$ cat src/rtl/tmr_pkg.sv
package tmr_pkg;
    localparam int NUM_TMR = 4;
    localparam int NPAIR   = NUM_TMR - 1;
    localparam int DATA_W  = 32;

    typedef enum logic {
        CH_HALT = 1'b0,
        CH_RUN  = 1'b1
    } ch_state_e;

    typedef enum logic [1:0] {
        RG_COUNT = 2'd0,
        RG_BASE  = 2'd1,
        RG_VEC   = 2'd2,
        RG_DEST  = 2'd3
    } reg_sel_e;

    localparam logic [31:0] CTRL_OFS   = 32'h0000_0100;
    localparam logic [31:0] TMR_SPAN   = 32'h0000_0100;
endpackage

$ cat src/rtl/tmr_prescale.sv
module tmr_prescale #(
    parameter int BASE_LOG = 3
) (
    input  logic       clk,
    input  logic       rst_n,
    input  logic       restart,
    input  logic [1:0] sel,
    output logic       tick
);
    localparam int PS_W = BASE_LOG + 3;

    logic [PS_W-1:0] div_q;
    logic [PS_W-1:0] mask;

    always_ff @(posedge clk or negedge rst_n) begin
        if (!rst_n)       div_q <= '0;
        else if (restart) div_q <= '0;
        else              div_q <= div_q + 1'b1;
    end

    always_comb begin
        mask = '0;
        for (int b = 0; b < PS_W; b++) begin
            if (b < BASE_LOG + int'(sel)) mask[b] = 1'b1;
        end
    end

    assign tick = ((div_q & mask) == mask);
endmodule

$ cat src/rtl/tmr_chan.sv
module tmr_chan
    import tmr_pkg::*;
#(
    parameter int CNT_W = 31
) (
    input  logic             clk,
    input  logic             rst_n,
    input  logic             hold,
    input  logic             step,
    input  logic             clr,
    input  logic             irq_en,
    input  logic             cas_hi,
    input  logic [CNT_W-1:0] base_val,
    input  logic [CNT_W-1:0] reload_val,
    output logic [CNT_W-1:0] cnt_q,
    output logic             tog_q,
    output logic             run_o,
    output logic             at_end_o,
    output logic             irq_o
);
    ch_state_e st_q, st_d;
    logic      launch;
    logic      expire;

    // state register
    always_ff @(posedge clk or negedge rst_n) begin
        if (!rst_n) st_q <= CH_HALT;
        else        st_q <= st_d;
    end

    always_comb begin
        st_d = st_q;
        unique case (st_q)
            CH_HALT: if (!hold) st_d = CH_RUN;
            CH_RUN:  if (hold)  st_d = CH_HALT;
            default: st_d = CH_HALT;
        endcase
    end

    assign run_o    = (st_q == CH_RUN);
    assign launch   = (st_q == CH_HALT) && !hold;
    assign at_end_o = run_o && (cas_hi ? (cnt_q == '0) : (cnt_q < CNT_W'(2)));
    assign expire   = at_end_o && step;

    // outputs and datapath
    always_ff @(posedge clk or negedge rst_n) begin
        if (!rst_n) begin
            cnt_q <= '0;
            tog_q <= 1'b0;
            irq_o <= 1'b0;
        end else begin
            irq_o <= expire && irq_en;
            if (launch) begin
                cnt_q <= base_val;
            end else if (clr) begin
                cnt_q <= '0;
                tog_q <= 1'b0;
            end else if (expire) begin
                cnt_q <= reload_val;
                tog_q <= ~tog_q;
            end else if (run_o && step) begin
                cnt_q <= cnt_q - 1'b1;
            end
        end
    end
endmodule

$ cat src/rtl/tmr_group.sv
module tmr_group
    import tmr_pkg::*;
#(
    parameter int CNT_W   = 31,
    parameter int PRE_LOG = 3,
    parameter int ADDR_W  = 9
) (
    input  logic                clk,
    input  logic                rst_n,
    input  logic [ADDR_W-1:0]   bus_addr,
    input  logic [DATA_W-1:0]   bus_wdata,
    input  logic                bus_wr,
    input  logic                bus_rd,
    output logic [DATA_W-1:0]   bus_rdata,
    output logic [NUM_TMR-1:0]  irq_o
);
    localparam int IDX_W = $clog2(NUM_TMR);
    localparam logic [CNT_W-1:0] ALL_ONES = '1;

    logic [CNT_W-1:0]   base_q [NUM_TMR];
    logic [DATA_W-1:0]  vec_q  [NUM_TMR];
    logic [DATA_W-1:0]  dest_q [NUM_TMR];
    logic [CNT_W-1:0]   cnt_arr [NUM_TMR];
    logic [NUM_TMR-1:0] inhib_q;
    logic [1:0]         psel_q;
    logic [NPAIR-1:0]   cas_q, roll_q, pair_on;
    logic [NUM_TMR-1:0] low_of, high_of, roll_x;
    logic [NUM_TMR-1:0] hold_v, step_v, clr_v, tog_v, run_v, end_v;
    logic [DATA_W-1:0]  a32, rd_mux;
    logic               hit_tmr, hit_ctrl, tick;
    logic [IDX_W-1:0]   idx;
    reg_sel_e           rsel;

    // address decode
    assign a32      = DATA_W'(bus_addr);
    assign hit_ctrl = (a32 == CTRL_OFS);
    assign hit_tmr  = (a32 < TMR_SPAN) && (a32[3:0] == 4'h0);
    assign idx      = a32[6 +: IDX_W];
    assign rsel     = reg_sel_e'(a32[5:4]);

    always_comb begin
        for (int i = 0; i < NUM_TMR; i++) begin
            clr_v[i] = bus_wr && hit_tmr && (idx == IDX_W'(i)) && (rsel == RG_COUNT);
        end
    end

    // register writes
    always_ff @(posedge clk or negedge rst_n) begin
        if (!rst_n) begin
            for (int i = 0; i < NUM_TMR; i++) begin
                base_q[i] <= '0;
                vec_q[i]  <= '0;
                dest_q[i] <= '0;
            end
            inhib_q <= '1;
            psel_q  <= '0;
            cas_q   <= '0;
            roll_q  <= '0;
        end else if (bus_wr) begin
            if (hit_ctrl) begin
                psel_q <= bus_wdata[9:8];
                cas_q  <= bus_wdata[NPAIR-1:0];
                roll_q <= bus_wdata[24 +: NPAIR];
            end else if (hit_tmr) begin
                unique case (rsel)
                    RG_BASE: begin
                        base_q[idx]  <= bus_wdata[CNT_W-1:0];
                        inhib_q[idx] <= bus_wdata[DATA_W-1];
                    end
                    RG_VEC:  vec_q[idx]  <= bus_wdata;
                    RG_DEST: dest_q[idx] <= bus_wdata;
                    default: ;
                endcase
            end
        end
    end

    // read path
    always_comb begin
        rd_mux = '0;
        if (hit_ctrl) begin
            rd_mux[24 +: NPAIR] = roll_q;
            rd_mux[9:8]         = psel_q;
            rd_mux[NPAIR-1:0]   = cas_q;
        end else if (hit_tmr) begin
            unique case (rsel)
                RG_COUNT: begin
                    rd_mux           = DATA_W'(cnt_arr[idx]);
                    rd_mux[DATA_W-1] = tog_v[idx];
                end
                RG_BASE: begin
                    rd_mux           = DATA_W'(base_q[idx]);
                    rd_mux[DATA_W-1] = inhib_q[idx];
                end
                RG_VEC:  rd_mux = vec_q[idx];
                RG_DEST: rd_mux = dest_q[idx];
                default: rd_mux = '0;
            endcase
        end
    end

    always_ff @(posedge clk or negedge rst_n) begin
        if (!rst_n)      bus_rdata <= '0;
        else if (bus_rd) bus_rdata <= rd_mux;
    end

    // pair precedence: the lower pair wins on overlap
    always_comb begin
        pair_on[0] = cas_q[0];
        for (int k = 1; k < NPAIR; k++) pair_on[k] = cas_q[k] & ~pair_on[k-1];
    end

    assign low_of  = {1'b0, pair_on};
    assign high_of = {pair_on, 1'b0};
    assign roll_x  = {1'b0, roll_q};

    tmr_prescale #(.BASE_LOG(PRE_LOG)) u_pre (
        .clk     (clk),
        .rst_n   (rst_n),
        .restart (bus_wr && hit_ctrl),
        .sel     (psel_q),
        .tick    (tick)
    );

    for (genvar i = 0; i < NUM_TMR; i++) begin : g_ch
        logic             up_inhib, up_end, dn_end;
        logic [CNT_W-1:0] reload_c;

        if (i < NUM_TMR - 1) begin : g_up
            assign up_inhib = inhib_q[i+1];
            assign up_end   = end_v[i+1];
        end else begin : g_top
            assign up_inhib = 1'b1;
            assign up_end   = 1'b0;
        end

        if (i > 0) begin : g_dn
            assign dn_end = end_v[i-1];
        end else begin : g_bot
            assign dn_end = 1'b0;
        end

        assign hold_v[i] = low_of[i] ? up_inhib : inhib_q[i];
        assign step_v[i] = high_of[i] ? (tick && dn_end) : tick;
        assign reload_c  = (low_of[i] && roll_x[i] && !up_end) ? ALL_ONES : base_q[i];

        tmr_chan #(.CNT_W(CNT_W)) u_chan (
            .clk        (clk),
            .rst_n      (rst_n),
            .hold       (hold_v[i]),
            .step       (step_v[i]),
            .clr        (clr_v[i]),
            .irq_en     (!low_of[i]),
            .cas_hi     (high_of[i]),
            .base_val   (base_q[i]),
            .reload_val (reload_c),
            .cnt_q      (cnt_arr[i]),
            .tog_q      (tog_v[i]),
            .run_o      (run_v[i]),
            .at_end_o   (end_v[i]),
            .irq_o      (irq_o[i])
        );
    end
endmodule

$ cat config.mk
export PLATFORM = sky130hd
export DESIGN_NAME = tmr_group
export DESIGN_NICKNAME = d
export VERILOG_FILES = /design/src/rtl/tmr_pkg.sv /design/src/rtl/tmr_prescale.sv /design/src/rtl/tmr_chan.sv /design/src/rtl/tmr_group.sv
export SDC_FILE = /design/constraint.sdc
export NUM_CORES = 1
export LEC_CHECK = 0
export BUFFER_PORTS_ARGS = -buffer_cell sky130_fd_sc_hd__buf_2
export CAP_MARGIN = 20
export CORE_ASPECT_RATIO = 0.7
export CORE_MARGIN = 10
export CORE_UTILIZATION = 41
export CTS_CLUSTER_DIAMETER = 50
export DETAILED_ROUTE_END_ITERATION = 7
export PLACE_DENSITY = 0.61
export SYNTH_ARGS = -nofsm -noshare
export SYNTH_HDL_FRONTEND = slang
export SYNTH_SLANG_ARGS = --single-unit
$ cat constraint.sdc
create_clock -name clk -period 8.3 [get_ports clk]
set_input_delay 0.415 -clock clk [delete_from_list [all_inputs] [get_ports clk]]
set_output_delay 0.415 -clock clk [all_outputs]
set_load 0.1 [all_outputs]
==> metrics.md, run 1 <==
| Metric | Value |
|---|---|
| Initial drt markers | 2462 |
| CP Launch Type | register |
| HPWL Detailed | 63500 um |
| Busiest grt layer | met1 |
| Number of global-route vias before repair | 21400 |
| Max-Cap Viols | 0 |
| Syn Nets | 2459 |
| Post-synth cell types | 81 |
| CTS tree | done |
| Vias per cell | 6.30 |
| DRC errors left | 0 |
| CTS Buffer Depth | 3 |
| Cell Pwr Density | 240 mW/mm^2 |
| # nets final | 2457 |
| PostCTS Resize Cnt | 0 |
| Diode count | 0 |
| Crit path time final | 4.28 ns |
| Slew headroom | 0.227 |
| Avg Inst Size Synth | between 10 and 15 sq um |
| GP Congestion | 0.958 |
| Die X | 339 um |
| Main synth FF type | dfrtp_1 |
| Fin crit share | 0.516 |
| Site Rows | 81 |
| # IOs | 81 |
| Setup bufs post-CTS | 0 |
| Die Area | approximately 0.083 sq mm |
| H-tree lvl count | 2 |
| CTS root buf | clkbuf_16 |
| Gate Count Post-Synth | 2402 |
| Layout cells sized above 1 | 0.340 |
| Routing usage on met2 | 0.319 |
| Drt wl/cell | 27.9 um |
| DRT Wirelength | 94700 um |
| Via count | 21400 |
| Detail Route Antenna Nets | 0 |
| Final setup fails | 0 |
| Cts bufs inserted | 58 |
| Core ar. | 0.0703 sq mm |
| 1st-pass router iterations | 6 |
| Pleak | 14.6 nW |
| Gr ovfl total | 0 |
| Final Skew | 0.0167 ns |
| Post-synth EDFFs | 0 |
| Initial antenna violation count | 2 |
| Starting density of the core | 0.416 |
| Synth Cell Area | 0.0293 sq mm |
| Tot GR Track Use | 0.225 |
| Maximum resistive drop on vdd | 0.000139 V |
| Yosys warns | 0 |
| Clock Sinks | 566 |
| Status | complete, no violations |
| Hold_ws | 0.134 ns |
| Die H | 244 um |
| Clk_lat worst skew | 0.65 ns |
| Reg clk slew, reported paths | 0.07 ns |
| Area Growth Syn to Fin | 11.7% |
| Synth Register Bits | around 570 |
| Setup crit end kind | register |
| Met1 usage in global routing | 0.346 |
| Fill cells | 6404 |
| Port bufs | 80 |
| FFs w/ async S/R, synth | 1.00 |
| Seq/Total Area, Yosys | 0.484 |
| Worst EP required | roughly 8.8 ns |
| Max Transition Viols Final | 0 |
| Largest net degree at the start of global routing | 150 |
| Worst Tran Pin Value | around 1.2 ns |
| Setup TNS | 0 ns |
| GR Util met3 | 0.0492 |
| Final hold vios | 0 |
| RSZ-0062 raised after global routing | false |
| Fmax | 0.234 GHz |
| Worst Hold Class | input pin to register |
| Kind of critical path | register to register |
| Crit Path Max Fanout | 17 |
| First-pass GRT wire length | 144000 um |
| CP arrival | 4.80 ns |
## area by class of cell
| cell class | instances | area, sq um | share of cell area |
|---|---|---|---|
| Clock buffer | 85 | 1790 | 0.0547 |
| Clock inverter | 21 | 223 | 0.00681 |
| Inverter | 51 | 191 | 0.00586 |
| Multi-Input combinational cell | 1587 | 14200 | 0.435 |
| Sequential cell | 566 | 14200 | 0.433 |
| Tap cell | 954 | 1190 | 0.0365 |
| Timing Repair Buffer | 136 | 911 | 0.0279 |
## worst max-delay path, stage by stage, from the launching register on
cell     delay (ns)
dfrtp_1        0.45
or4_1          0.63
or4_1          0.69
o31ai_4        0.46
and3_1         0.92
a21oi_1        0.56
o22ai_1        0.33
nor2_1         0.09
## registers in the layout (all words and copies together), names as in the netlist
register,flops
dest_q,128
bus_rdata,32
g_ch.u_chan.irq_o,4
g_ch.u_chan.cnt_q,124
roll_q,3
cas_q,3
u_pre.div_q,6
base_q,93
g_ch.reload_c,31
inhib_q,4
g_ch.u_chan.run_o,4
vec_q,128
g_ch.u_chan.tog_q,4
psel_q,2
## power by group
group	total [mW]	switching (mW)	internal [mW]
registers	3.45	0.426	3.02
logic	1.63	0.929	0.699
clock network	2.76	1.18	1.59
total	7.84	2.53	5.31
## path summary, 6_finish.rpt
path	from	endpoint	slack (ns)	cells after the start
worst max register to register	g_ch[0].u_chan.cnt_q[18]	g_ch[1].u_chan.cnt_q[18]	4.02	7
worst min register to register	vec_q[125]	vec_q[125]	0.49	1
worst max-delay path	g_ch[0].u_chan.cnt_q[18]	g_ch[1].u_chan.cnt_q[18]	4.02	7
max in group asynchronous	rst_n	dest_q[114]	5.82	4
min in group asynchronous	rst_n	dest_q[102]	0.38	2
worst min-delay path	bus_wdata[31]	inhib_q[3]	0.13	3
## metrics by stage
stage | utilization | cell area (sq um) | std cells | total power, mW | setup WS (ns)
after floorplan | - | 29300 | 2402 | 4.48 | 5.37
after global placement | 0.435 | 30600 | 3290 | 5.03 | 4.08
after detailed placement | 0.436 | 30600 | 3292 | 5.07 | 4.00
after CTS | 0.464 | 32700 | 3399 | 7.85 | 4.21
after global routing | 0.465 | 32700 | 3400 | 8.18 | 3.90
final | 0.465 | 32700 | 3400 | 7.84 | 4.02
## placed cells by master, fill, tap and decap left out, types with 29 or more instances in the layout
cell       count
a21oi_1      134
buf_2         77
buf_4         50
clkbuf_16     61
dfrtp_1      562
inv_1         51
mux2_2       387
mux4_2       160
nand2_1      128
nand3_1       45
nor2_1       128
nor3_1        47
o21ai_0      119
o22ai_1       41
or3_1         29
xnor2_1       43
## timing repair
action / in CTS / in global routing
hold buffers: 1 / 0
endpoints found under the setup margin: 0 / 0
endpoints found under the hold margin: 95 / 0
## per-layer routing
metal,vias to the layer above,share of wire
met4,0,0.018
met1,11200,0.47
li1,9010,-
met5,-,0
met2,1008,0.42
met3,151,0.091
## synthesized netlist by cell type (all sizes together), types with 4 or more instances
cell type / instances / area [sq um]
a21o: 5 / 37.5
a211o: 6 / 52.6
mux2: 390 / 4390
ha: 12 / 150
nor2b: 5 / 31.3
or2: 4 / 25.0
nand3: 48 / 250
o311ai: 9 / 78.8
clkbuf: 150 / 563
a21oi: 134 / 671
o21ai: 130 / 651
mux4: 160 / 3600
o22ai: 41 / 257
or3: 31 / 199
dfrtp: 562 / 14100
xor2: 21 / 184
nor2: 137 / 517
o221ai: 10 / 87.6
and2: 5 / 31.3
nor3: 51 / 260
and4: 4 / 35.0
a31oi: 20 / 140
a31o: 4 / 35.0
nand3b: 5 / 37.5
a22oi: 16 / 120
xnor2: 43 / 377
dfstp: 4 / 105
nand2b: 9 / 56.3
nand4: 15 / 100
nand2: 129 / 484
nor4b: 6 / 52.6
o31ai: 17 / 141
and3: 8 / 50.1
nor4: 32 / 251
o211ai: 7 / 62.6
a221o: 14 / 140
o41ai: 5 / 62.6
buf: 48 / 259
inv: 51 / 191
or4: 12 / 90.1
a211oi: 10 / 75.1
## kinds of logic (layout without fill, tap and decap cells)
kind of cell               after synthesis  count (layout)  synth area share
muxes                                  552             552             0.274
DFF                                    566             566             0.484
and+or+nand+nor                        509             509            0.0868
adders and majority gates               12              12           0.00513
AOI/OAI and AO/OA                      450             450            0.0966
xor gates and xnor gates                64              64            0.0191
buffers and inverters                  249             293            0.0346
No activity file was read; power rests on OpenSTA's default activity.
==> run 2: changes to the inputs <==
- ABC_AREA: not set -> 1
- PLACE_DENSITY: 0.61 -> 0.63
- clock period: 8.3 -> 3.5 ns (I/O delays scaled with it)
==> run 2 against run 1 <==
Synthesized area increased by 4.0%. Non-clock buffer count increased by 50. Count of clock-buffer cells in the layout decreased by 7. Critical path depth increased by 8. Largest cell class unchanged. Sequential share of layout area decreased by 1.7 points. Core utilization decreased by 0.093 points.
==> metrics.md, run 2 <==
| Metric | Value |
|---|---|
| CTS root buf | clkbuf_16 |
| Fraction of power consumed by sequential logic | 0.414 |
| Tot GR Track Use | 0.259 |
| Layout cells sized above 1 | 0.0918 |
| Post-synth EDFFs | 0 |
| Drt wl/cell | about 23 um |
| Pleak | approximately 15 nW |
| Port bufs | 80 |
| RSZ-0062 raised after global routing | false |
| Slew headroom | 0.372 |
| Reg clk slew, reported paths | about 0.070 ns |
| First-pass GRT wire length | 174000 um |
| Crit path time final | 3.18 ns |
| Final Skew | 0.0222 ns |
| 1st-pass router iterations | 6 |
| Switching Share | 0.360 |
| Commonest cells post-synth | 1041 x nand2_1, 562 x dfrtp_1, 499 x o21ai_0, 413 x nor2_1, 247 x inv_1 |
| Die H | 248 um |
| Synth Cell Area | 0.0305 sq mm |
| R2r setup slk | 0.32 ns |
| CP startpoint | psel_q[0] |
| Initial drt markers | 3713 |
| Worst hold path depth | 3 |
| Gr ovfl total | 0 |
| Crit Path Max Fanout | 31 |
| Finished Layout Cells | 4996 |
| Design Power | a little over 20 mW |
| Post-synth cell types | 57 |
| Synth Register Bits | 566 |
| Area Growth Syn to Fin | 11.8% |
| Reg2reg start | psel_q[0] |
| Avg Inst Size Synth | about 7.6 sq um |
| Via count | between 20000 and 30000 |
| Clk_lat worst skew | 0.65 ns |
| Worst Tran Pin Value | 0.934 ns |
| Ranking of synthesized cells by area | dfrtp_1 46%, nand2_1 13%, o21ai_0 8.2% |
| Worst reg2reg path endpoint | g_ch[1].u_chan.cnt_q[21] |
| Vias per cell | 5.77 |
| Maximum resistive drop on vdd | 0.000377 V |
| GP Congestion | 1.04 |
| Status | complete, no violations |
| CTS tree | done |
| CP Launch Type | register |
| Yosys warns | 0 |
| DRT Wirelength | 115000 um |
| Fmax | 0.315 GHz |
| Largest net degree at the start of global routing | 84 |
| Top-area cell type share of the netlist area | 0.462 |
| # nets final | between 4000 and 5000 |
| Max Transition Viols Final | 0 |
| Cts bufs inserted | a little under 60 |
| Post-synth top area cell | dfrtp_1 |
| Top Registers | dest_q (128), vec_q (128), g_ch.u_chan.cnt_q (124) |
| Detail Route Antenna Nets | 0 |
| Site Rows | 83 |
| Gate Count Post-Synth | 3998 |
| Kind of critical path | register to register |
| Final hold vios | 0 |
| Placed insts | 4888 |
| Final setup fails | 0 |
| Die X | about 350 um |
| Worst Hold Class | input pin to register |
| Fin crit share | 0.907 |
| H-tree lvl count | 2 |
| Die Area | 0.0858 sq mm |
| Clock Sinks | between 500 and 600 |
| Syn Nets | 4055 |
| HPWL Detailed | 81700 um |
| Number of global-route vias before repair | 26200 |
| Main synth FF type | dfrtp_1 |
| Starting density of the core | 0.415 |
| Initial antenna violation count | 2 |
| CTS Buffer Depth | 3 |
| PostCTS Resize Cnt | 0 |
| Core ar. | 0.0734 sq mm |
| Comb power frac | 0.250 |
| Setup crit end kind | register |
| Seq/Total Area, Yosys | 0.465 |
| Pint | 13.0 mW |
| Hold_ws | 0.0271 ns |
| Cell Pwr Density | 598 mW/mm^2 |
| Most frequent cells in the layout | 1039 x nand2_1, 562 x dfrtp_1, 499 x o21ai_0 |
| Setup TNS | 0 ns |
| CP arrival | 3.71 ns |
| FFs w/ async S/R, synth | 1.00 |
| Worst hold start | bus_wdata[29] |
| Worst EP required | 4.03 ns |
| Max-Cap Viols | 0 |
| Net Sw Power | about 7.3 mW |
| # IOs | between 80 and 90 |
| Worst Reg-to-Reg Cells | 15 |
| DRC errors left | 0 |
| Hold EP | vec_q[61] |
| Top-count cell post-synth | nand2_1 |
| Commonest non-fill, non-tap cell in the layout | nand2_1 |
| Clk network pwr share | 0.335 |
-- run 2: changes by cell type after synthesis, sizes merged, moves of 48 or more --
cell,change
nor2,+295
mux2,-390
o21ai,+398
a22oi,+80
nand3,+138
xor2,+51
nand2,+924
clkbuf,+48
a21oi,+55
inv,+212
mux4,-160
-- run 2: critical path, cell delays in order, from the launching register on --
cell,delay [ns]
dfrtp_1,0.40
inv_1,0.09
ha_1,0.29
nand2_1,0.07
nand2_1,0.05
nand2_1,0.06
nor2_1,0.04
nand2_1,0.24
nor2_2,0.13
nand2_1,0.44
nand2_2,0.13
a21oi_2,0.55
inv_1,0.17
buf_12,0.22
nor2_1,0.12
a21oi_1,0.05
-- run 2: stage by stage --
step / util / setup slack, ns / area, sq um
floorplan: - / 1.32 / 30500
global placement: 0.435 / 0.493 / 32000
detailed placement: 0.435 / 0.403 / 32000
CTS: 0.464 / 0.387 / 34100
global route: 0.464 / 0.0672 / 34100
finish: 0.464 / 0.324 / 34100
-- run 2: final cells by class --
class                      count  area (sq um)
inverter                     267          1020
clock buffer                  78          1690
clock inverter                26           375
tap                          977          1220
multi-input combinational   2895         14200
timing repair buffer         186          1380
sequential                   566         14200
antenna                        1          2.50
fill                        7304         39400
-- run 2: routing by layer --
layer	vias to the layer above	part of all wire	global-route usage
li1	13300	-	-
met1	13800	0.46	0.397
met2	1561	0.40	0.361
met3	205	0.11	0.0507
met4	2	0.031	0.0792
met5	-	0.000061	0
-- run 2: how the worst max path moves through the flow --
stage,endpoint,slack (ns),depth (start not counted)
6_report,g_ch[1].u_chan.cnt_q[21],0.32,15
5_1_grt,g_ch[1].u_chan.cnt_q[22],0.07,15
4_1_cts,g_ch[1].u_chan.cnt_q[21],0.39,15
3_5_place_dp,g_ch[1].u_chan.cnt_q[20],0.40,15
3_3_place_gp,g_ch[1].u_chan.cnt_q[22],0.49,15
2_1_floorplan,g_ch[1].u_chan.cnt_q[29],1.32,15
-- run 2: cell families (layout without fill, tap and decap cells) --
group,Yosys count,in the layout,synth area share
muxes,1,1,0.000329
AOI/OAI and AO/OA,1032,1032,0.194
and+or+nand+nor,1751,1751,0.236
DFF,566,566,0.465
buffers and inverters,537,557,0.0712
xor gates and xnor gates,99,99,0.0285
other,0,1,0
adders and majority gates,12,12,0.00493
-- run 2: timing repair --
action / CTS / global route
endpoints found under the hold margin: 82 / 0
buffers inserted: 0 / 0
hold buffers: 3 / 0
-- run 2: power by group through the flow --
stage | logic (mW) | registers (mW) | clock network, mW
after global routing | 5.64 | 8.52 | 7.17
after CTS | 4.98 | 8.39 | 6.91
final | 5.10 | 8.44 | 6.83
after detailed placement | 4.95 | 8.50 | 0
after floorplan | 3.47 | 8.14 | 0
after global placement | 4.90 | 8.50 | 0
